## src/rtl/seg_pkg.sv

```systemverilog
package seg_pkg;
  localparam int NARROW_W = 4;
  localparam int WIDE_W   = 8;

  typedef enum logic [2:0] {
    LVL_V0 = 3'd0,
    LVL_V1 = 3'd1,
    LVL_V2 = 3'd2,
    LVL_V3 = 3'd3,
    LVL_V4 = 3'd4,
    LVL_V5 = 3'd5
  } lvl_e;

  function automatic lvl_e col_level(input logic bit_i, input logic fr, input logic disp_on_n);
    if (!disp_on_n) return LVL_V5;
    case ({fr, bit_i})
      2'b00:   return LVL_V3;
      2'b01:   return LVL_V5;
      2'b10:   return LVL_V2;
      default: return LVL_V0;
    endcase
  endfunction
endpackage

```

## src/rtl/seg_fill_ctrl.sv

```systemverilog
module seg_fill_ctrl #(
  parameter int NUM_CH = 160,
  localparam int WORDS_N = NUM_CH / seg_pkg::NARROW_W,
  localparam int WORDS_W = NUM_CH / seg_pkg::WIDE_W,
  localparam int CNT_W = $clog2(WORDS_N + 1)
) (
  input  logic             clk_i,
  input  logic             rst_ni,
  input  logic             shift_i,
  input  logic             wide_i,
  input  logic             en_in_ni,
  input  logic             lp_fall_i,
  output logic             wr_en_o,
  output logic [CNT_W-1:0] word_cnt_o,
  output logic             full_o
);
  logic [CNT_W-1:0] cnt_q, last_idx;
  logic             full_q;

  assign last_idx = wide_i ? CNT_W'(WORDS_W - 1) : CNT_W'(WORDS_N - 1);
  assign wr_en_o  = shift_i & ~en_in_ni & ~full_q & ~lp_fall_i;

  always_ff @(posedge clk_i or negedge rst_ni) begin
    if (!rst_ni) begin
      cnt_q  <= '0;
      full_q <= 1'b0;
    end else if (lp_fall_i) begin
      cnt_q  <= '0;
      full_q <= 1'b0;
    end else if (wr_en_o) begin
      if (cnt_q == last_idx) begin
        cnt_q  <= '0;
        full_q <= 1'b1;
      end else begin
        cnt_q <= cnt_q + 1'b1;
      end
    end
  end

  assign word_cnt_o = cnt_q;
  assign full_o     = full_q;

  AST_CNT_IN_RANGE: assert property (@(posedge clk_i) disable iff (!rst_ni)
    cnt_q < CNT_W'(WORDS_N));
  AST_FULL_HOLDS: assert property (@(posedge clk_i) disable iff (!rst_ni)
    (full_q && !lp_fall_i) |=> (full_q && $stable(cnt_q)));
  AST_EN_GATES: assert property (@(posedge clk_i) disable iff (!rst_ni)
    (en_in_ni && !lp_fall_i) |=> ($stable(cnt_q) && $stable(full_q)));
  AST_LP_REARM: assert property (@(posedge clk_i) disable iff (!rst_ni)
    lp_fall_i |=> (!full_q && cnt_q == '0));
endmodule

```

## src/rtl/seg_line_buf.sv

```systemverilog
module seg_line_buf #(
  parameter int NUM_CH = 160,
  localparam int WORDS_N = NUM_CH / seg_pkg::NARROW_W,
  localparam int CNT_W = $clog2(WORDS_N + 1)
) (
  input  logic                      clk_i,
  input  logic                      rst_ni,
  input  logic                      wr_en_i,
  input  logic [CNT_W-1:0]          word_cnt_i,
  input  logic                      wide_i,
  input  logic                      dir_i,
  input  logic [seg_pkg::WIDE_W-1:0] data_i,
  input  logic                      lp_fall_i,
  output logic [NUM_CH-1:0]         latch_o
);
  localparam int NW = seg_pkg::NARROW_W;
  localparam int WW = seg_pkg::WIDE_W;

  logic [NUM_CH-1:0] buf_q, latch_q, hit, din;

  for (genvar i = 0; i < NUM_CH; i++) begin : g_ch
    // word index and data bit that reach channel i, per mode
    localparam logic [CNT_W-1:0] K_NF = CNT_W'(i / NW);
    localparam logic [2:0]       J_NF = 3'(NW - 1 - i % NW);
    localparam logic [CNT_W-1:0] K_NR = CNT_W'((NUM_CH - 1 - i) / NW);
    localparam logic [2:0]       J_NR = 3'(NW - 1 - (NUM_CH - 1 - i) % NW);
    localparam logic [CNT_W-1:0] K_WF = CNT_W'(i / WW);
    localparam logic [2:0]       J_WF = 3'(WW - 1 - i % WW);
    localparam logic [CNT_W-1:0] K_WR = CNT_W'((NUM_CH - 1 - i) / WW);
    localparam logic [2:0]       J_WR = 3'(WW - 1 - (NUM_CH - 1 - i) % WW);

    logic [CNT_W-1:0] sel_k;
    logic [2:0]       sel_j;

    always_comb begin
      case ({wide_i, dir_i})
        2'b01:   begin sel_k = K_NF; sel_j = J_NF; end
        2'b00:   begin sel_k = K_NR; sel_j = J_NR; end
        2'b11:   begin sel_k = K_WF; sel_j = J_WF; end
        default: begin sel_k = K_WR; sel_j = J_WR; end
      endcase
    end

    assign hit[i] = wr_en_i && (word_cnt_i == sel_k);
    assign din[i] = data_i[sel_j];
  end

  always_ff @(posedge clk_i or negedge rst_ni) begin
    if (!rst_ni) begin
      buf_q   <= '0;
      latch_q <= '0;
    end else begin
      buf_q <= (buf_q & ~hit) | (din & hit);
      if (lp_fall_i) latch_q <= buf_q;
    end
  end

  assign latch_o = latch_q;

  AST_WORD_SIZE: assert property (@(posedge clk_i) disable iff (!rst_ni)
    wr_en_i |-> ($countones(hit) == (wide_i ? WW : NW)));
  AST_NO_HIT_IDLE: assert property (@(posedge clk_i) disable iff (!rst_ni)
    !wr_en_i |=> $stable(buf_q));
  AST_LATCH_COPY: assert property (@(posedge clk_i) disable iff (!rst_ni)
    lp_fall_i |=> (latch_q == $past(buf_q)));
  AST_LATCH_HOLD: assert property (@(posedge clk_i) disable iff (!rst_ni)
    !lp_fall_i |=> $stable(latch_q));
endmodule

```

## src/rtl/seg_level_map.sv

```systemverilog
module seg_level_map #(
  parameter int NUM_CH = 160
) (
  input  logic [NUM_CH-1:0]   latch_i,
  input  logic                fr_i,
  input  logic                disp_on_ni,
  output logic [3*NUM_CH-1:0] level_o
);
  for (genvar i = 0; i < NUM_CH; i++) begin : g_map
    assign level_o[3*i +: 3] = seg_pkg::col_level(latch_i[i], fr_i, disp_on_ni);
  end
endmodule

```

## src/rtl/seg_col_loader.sv

```systemverilog
module seg_col_loader #(
  parameter int NUM_CH = 160,
  localparam int WORDS_N = NUM_CH / seg_pkg::NARROW_W,
  localparam int CNT_W = $clog2(WORDS_N + 1)
) (
  input  logic                       clk_i,
  input  logic                       rst_ni,
  input  logic                       shift_i,
  input  logic [seg_pkg::WIDE_W-1:0] data_i,
  input  logic                       wide_i,
  input  logic                       dir_i,
  input  logic                       en_a_i,
  input  logic                       en_b_i,
  output logic                       en_a_o,
  output logic                       en_b_o,
  output logic                       en_a_oe_o,
  output logic                       en_b_oe_o,
  input  logic                       lp_i,
  input  logic                       fr_i,
  input  logic                       disp_on_ni,
  output logic [3*NUM_CH-1:0]        level_o
);
  logic             lp_q, lp_fall, en_in_n, wr_en, full;
  logic [CNT_W-1:0] word_cnt;
  logic [NUM_CH-1:0] latch;

  always_ff @(posedge clk_i or negedge rst_ni) begin
    if (!rst_ni) lp_q <= 1'b0;
    else         lp_q <= lp_i;
  end
  assign lp_fall = lp_q & ~lp_i;

  // dir_i=1: A in, B out; dir_i=0: B in, A out
  assign en_in_n   = dir_i ? en_a_i : en_b_i;
  assign en_a_o    = dir_i ? 1'b1 : ~full;
  assign en_b_o    = dir_i ? ~full : 1'b1;
  assign en_a_oe_o = ~dir_i;
  assign en_b_oe_o = dir_i;

  seg_fill_ctrl #(.NUM_CH(NUM_CH)) u_ctrl (
    .clk_i, .rst_ni, .shift_i, .wide_i,
    .en_in_ni  (en_in_n),
    .lp_fall_i (lp_fall),
    .wr_en_o   (wr_en),
    .word_cnt_o(word_cnt),
    .full_o    (full)
  );

  seg_line_buf #(.NUM_CH(NUM_CH)) u_buf (
    .clk_i, .rst_ni,
    .wr_en_i   (wr_en),
    .word_cnt_i(word_cnt),
    .wide_i, .dir_i, .data_i,
    .lp_fall_i (lp_fall),
    .latch_o   (latch)
  );

  seg_level_map #(.NUM_CH(NUM_CH)) u_map (
    .latch_i   (latch),
    .fr_i, .disp_on_ni,
    .level_o
  );

  AST_DSPOFF_V5: assert property (@(posedge clk_i) disable iff (!rst_ni)
    !disp_on_ni |-> (level_o == {NUM_CH{3'd5}}));
  AST_OE_ONE: assert property (@(posedge clk_i) disable iff (!rst_ni)
    $countones({en_a_oe_o, en_b_oe_o}) == 1);
  AST_ENOUT_REARM: assert property (@(posedge clk_i) disable iff (!rst_ni)
    lp_fall |=> (en_a_o && en_b_o));
endmodule

```

## config.mk

```make
export PLATFORM = sky130hd
export DESIGN_NAME = seg_col_loader
export DESIGN_NICKNAME = d
export VERILOG_FILES = /design/src/rtl/seg_pkg.sv /design/src/rtl/seg_fill_ctrl.sv /design/src/rtl/seg_line_buf.sv /design/src/rtl/seg_level_map.sv /design/src/rtl/seg_col_loader.sv
export SDC_FILE = /design/constraint.sdc
export NUM_CORES = 1
export LEC_CHECK = 0
export BUFFER_PORTS_ARGS = -buffer_cell sky130_fd_sc_hd__buf_4
export CAP_MARGIN = 30
export CORE_MARGIN = 2
export CORE_UTILIZATION = 40
export CTS_CLUSTER_DIAMETER = 40
export DETAILED_ROUTE_END_ITERATION = 6
export PLACE_DENSITY = 0.67
export SLEW_MARGIN = 20
export SYNTH_ARGS = -nofsm -noshare
export SYNTH_HDL_FRONTEND = slang
export SYNTH_SLANG_ARGS = --single-unit
```

## constraint.sdc

```tcl
create_clock -name clk_i -period 7.3 [get_ports clk_i]
set_clock_uncertainty 0.15 [all_clocks]
set_input_delay 1.46 -clock clk_i [delete_from_list [all_inputs] [get_ports clk_i]]
set_output_delay 1.46 -clock clk_i [all_outputs]
set_load 0.1 [all_outputs]
```

=== Word-level counts from Yosys, hierarchy flattened ===
Cells that the tools add are included.
W data, S select, Z words.

* Register bits: 328
* Latch bits: 0
* Bits in writable memories: 0
* ROM bits: 0
* Bits of input ports: 18
* Output and inout port bits: 484
* Word-level logic and storage cells: 990
* Memories: 0

* $add $sub $neg: 1
* $mul: 0
* Divide/modulo/power cells: 0
* Order comparisons: 8
* Eq/ne operators: 363
* Shift operators: 0
* Muxes and demuxes: 394
* Bitwise gates (word level): 13
* Reduce and logical (&&, ||, !) cells: 206

{| class="wikitable"
|+ Operators by type and width
! cell !! number
|-
| $pmux W3 S3 || 160
|-
| $mux W3 || 160
|-
| $pmux W5 S3 || 22
|-
| $eq A2 B1 Y1 const B || 161
|-
| $eq A2 B2 Y1 const B || 161
|-
| $logic_not A2 Y1 || 161
|-
| $and A160 B160 Y160 || 2
|-
| $pmux W6 S3 || 14
|-
| $not A160 Y160 || 1
|-
| $or A160 B160 Y160 || 1
|-
| $eq A6 B5 Y1 || 24
|-
| $eq A6 B6 Y1 || 17
|-
| $pmux W3 S2 || 8
|-
| $logic_and A1 B1 Y1 || 40
|-
| $lt A3 B4 Y1 const B || 8
|-
| $bmux W1 S3 || 8
|-
| $mux W6 || 4
|-
| $pmux W6 S2 || 2
|-
| $pmux W5 S2 || 2
|-
| $mux W1 || 14
|-
| $add A6 B1 Y6 const B || 1
|-
| $not A1 Y1 || 5
|-
| $and A1 B1 Y1 || 4
|-
| $reduce_bool A2 Y1 || 2
|-
| other kinds (2) || 3
|}

=== Depth between registers and ports, before layout ===
* Depth in word-level cells: 9
* Mapped depth: 8

=== By module ===
From an unflattened synthesis, not the netlist that was laid out.

* Cell total of the unflattened synthesis: 1,563
* Area, all modules: 18,395.1 µm²

{| class="wikitable"
|+ Modules (own cells, without submodules)
! module !! times used !! cells an instance !! area each (µm²)
|-
| seg_line_buf || 1 || 812 || 12,859.8
|-
| seg_level_map || 1 || 694 || 5,039.8
|-
| seg_fill_ctrl || 1 || 50 || 427.9
|-
| seg_col_loader || 1 || 7 || 67.6
|}

=== Worst setup path after synthesis ===
OpenSTA, ideal clock, no wires.

* Path kind: input-to-output
* Start point: input disp_on_ni
* End point: output level_o[102]
* Data arrival time: 5.706 ns
* Path slack: -0.016 ns
* Stages on the path: 7
* Buffers on the path: 5
* Path through: clkbuf_1 and2_1 clkbuf_1 clkbuf_1 clkbuf_1 inv_1 buf_4

* Word-level cells in the longest chain between the ends: 1

{| class="wikitable"
|+ RTL lines
! what !! RTL line !! RTL
|-
| start, declared || seg_col_loader.sv:20 || <nowiki>input logic disp_on_ni,</nowiki>
|-
| $mux W3 || seg_pkg.sv:16 || <nowiki>case ({fr, bit_i})</nowiki>
|-
| end, declared || seg_col_loader.sv:21 || <nowiki>output logic [3*NUM_CH-1:0] level_o</nowiki>
|}

Every way passes these cells.

=== Worst setup path after layout ===
* Start point: input disp_on_ni
* End point: output level_o[63]

The elaborated chain is that of the path after synthesis.

==> summary.txt <==
Timing
  • Slew HR: 0.391
  • Fmax: 174 MHz
  • Fin Setup TNS: 0 ns
  • Worst Tran Pin Value: 0.910 ns
  • Final hold vios: 0
  • Worst Hold Margin: 0.346 ns
  • Tmin final: 5.74 ns
  • Max-slew violations: 0
  • Setup violators final: 0
  • RSZ-0062 raised after global routing: no
  • Period utilisation layout: 0.786

Die
  • Top Ports: 502
  • Initial Utilization: 0.407
  • Die height: 205 microns
  • Cell Rows: 73
  • Chip width: 205 microns
  • Area of the die: 0.0421 sq mm
  • Core area: 0.0398 sq mm

Drt
  • Total number of vias: 10943
  • WL final: 41500 microns
  • DRC: 0
  • DR vias/cell: 4.86
  • Antenna-violating nets left: 0
  • Wire per inst: 18.4 microns
  • Drt initial violations: 420
  • DRT Pass-1 Iters: 4

Layout
  • Utilization after layout: 0.527
  • # fillers: 3423
  • Area growth from synthesis to layout: 29.4%
  • Post-layout instance area: 0.0210 sq mm
  • Share of layout cells above drive strength 1: 0.559
  • Most frequent cells in the layout: 510 x buf_4, 328 x dfrtp_1, 323 x mux2_2, 164 x nor2_1, 161 x nor2b_1
  • Commonest non-fill, non-tap cell in the layout: buf_4
  • # nets final: 1710

Global routing
  • Gr usage total: 0.190
  • Vias in the first global route: 10519
  • Initial antenna violation count: 0
  • Largest net degree at the start of global routing: 144
  • Grt ovf: 0
  • First-pass GRT wire length: 61700 microns

Placement
  • GPL Wtd Cong: 0.774
  • Port bufs: 501
  • Hpwl dp: 28300 microns
  • DP Area: 0.0193 sq mm

Yosys
  • Seq cells post-synth: 328
  • Synth cell types: 49
  • EDFF count, synth: 0
  • Syn Nets: 1390
  • Mapped Area: 0.0162 sq mm
  • Yosys warnings: 0
  • Top_reg_cell synth: dfrtp_1
  • Post-synthesis cell count: 1367
  • Asr flop ratio synth: 1.00
  • Mapped Avg Cell Area: 11.9 sq um
  • Sequential share of the synthesized area: 0.506

Clocking
  • Longest Clk Path Bufs: 3
  • Postcts setup bufs: 0
  • Clk Latency, worst-skew pair: 0.54 ns
  • PostCTS Resize Cnt: 0
  • CTS tree: built
  • Hold Buf Count CTS: 0
  • CTS clock-pin slew for the worst setup and hold paths: 0.06 ns
  • Clock sink count: 328
  • Number of CTS-inserted buffers: 45
  • H-tree depth: 2
  • Root Driver: clkbuf_16

Status
  • Status: completed

Min path
  • Min-delay worst type: flip-flop to flip-flop
  • Worst hold path stage count: 1

Setup path
  • Crit. End Element: output pin
  • WP data required: 5.69 ns
  • Critical Path Fanout Max: 106
  • CP startpoint kind: primary input
  • Worst reg-to-reg setup slack: 4.47 ns
  • R2R depth: 4
  • Crit path DAT: 4.13 ns
  • Crit Path Category: primary input to output pin

Pwr
  • P_leak: 10.6 nW
  • VDD IR max: 0.000302 V
  • Pwr/cell area: 395 mW/mm^2
  • Total Power: 8.28 mW

Flow run
  • Max-cap viol count: 0
[cells in the mapped netlist (2+ instances only)]
library cell  instances  area share
dfrtp_1             328        0.51
mux2_2              323        0.22
nor2_1              164       0.038
nor2b_1             162       0.063
buf_4               157       0.073
clkbuf_1             56       0.013
nand3_1              30      0.0093
buf_2                20      0.0062
nand3_2              14      0.0086
nand2_1              12      0.0028
o21ai_0              10      0.0031
inv_1                 8      0.0019
mux2i_1               7      0.0043
xor2_1                6      0.0032
ha_1                  5      0.0039
or3_1                 5      0.0019
xnor2_1               5      0.0027
buf_1                 4     0.00093
buf_6                 4      0.0028
a21oi_1               3     0.00093
a311oi_1              3      0.0016
a31oi_1               3      0.0012
nand2b_1              3      0.0012
a21oi_2               2      0.0011
mux4_2                2      0.0028
nand3b_1              2     0.00093
nor3_2                2      0.0012
nor3_4                2      0.0020
nor4_4                2      0.0026
nor4b_4               2      0.0029
nor4bb_1              2      0.0012
or3b_2                2      0.0011
[where the power goes]
group	internal, mW	switching, mW	total (mW)
clock	1.55	0.841	2.39
combinational	0.760	2.72	3.48
sequential	2.19	0.212	2.40
total	4.50	3.77	8.28
[metal layers]
layer,up-vias,GRT usage,share of wire
li1,5073,-,-
met1,5446,0.246,0.42
met2,364,0.329,0.50
met3,60,0.0329,0.054
met4,0,0.0483,0.020
met5,-,0,0
[final timing paths]
path                                      startpoint                            end
hold / removal                             flip-flop  u_buf.latch_o[49]$_DFFE_PN0N_
max in group asynchronous                     rst_ni                      async pin
setup / recovery                          disp_on_ni                    level_o[63]
hold reg to reg                            flip-flop  u_buf.latch_o[49]$_DFFE_PN0N_
setup reg to reg           u_ctrl.full_o$_DFFE_PN0P_                      flip-flop
min in group asynchronous                     rst_ni  u_buf.latch_o[79]$_DFFE_PN0N_
[metrics by stage]
step,setup WS [ns],std cells
detailed placement,1.45,2164
global placement,1.58,2163
CTS,1.45,2248
floorplan,0.613,1367
global route,1.21,2249
finish,1.56,2250
[layout make-up]
class                   count  area (sq um)  area share
diodes                      1          2.50    0.000119
clock buffers              55          1250      0.0594
clock inverters            29           437      0.0208
inverters                   8          33.8     0.00161
multi-input cells         790          6470       0.309
flip-flops and latches    328          8210       0.391
well taps                 525           657      0.0313
repair buffers            514          3920       0.187
[worst max-delay path: stages]
cell and delay [ns]:
buf_4 0.46, and2_4 0.49, clkinvlp_4 0.65, buf_4 0.60, buf_4 0.36
[logic make-up (layout without fill, tap and decap cells)]
family,Yosys count,after routing,synth area share
other,0,1,0
muxes,334,334,0.233
DFF,328,328,0.506
buffers and inverters,249,606,0.0974
AOI/OAI and AO/OA,29,29,0.0134
and+or+nand+nor,410,410,0.139
adders and majority gates,5,5,0.00386
xor gates and xnor gates,12,12,0.00695
No activity file was read; power rests on OpenSTA's default activity.
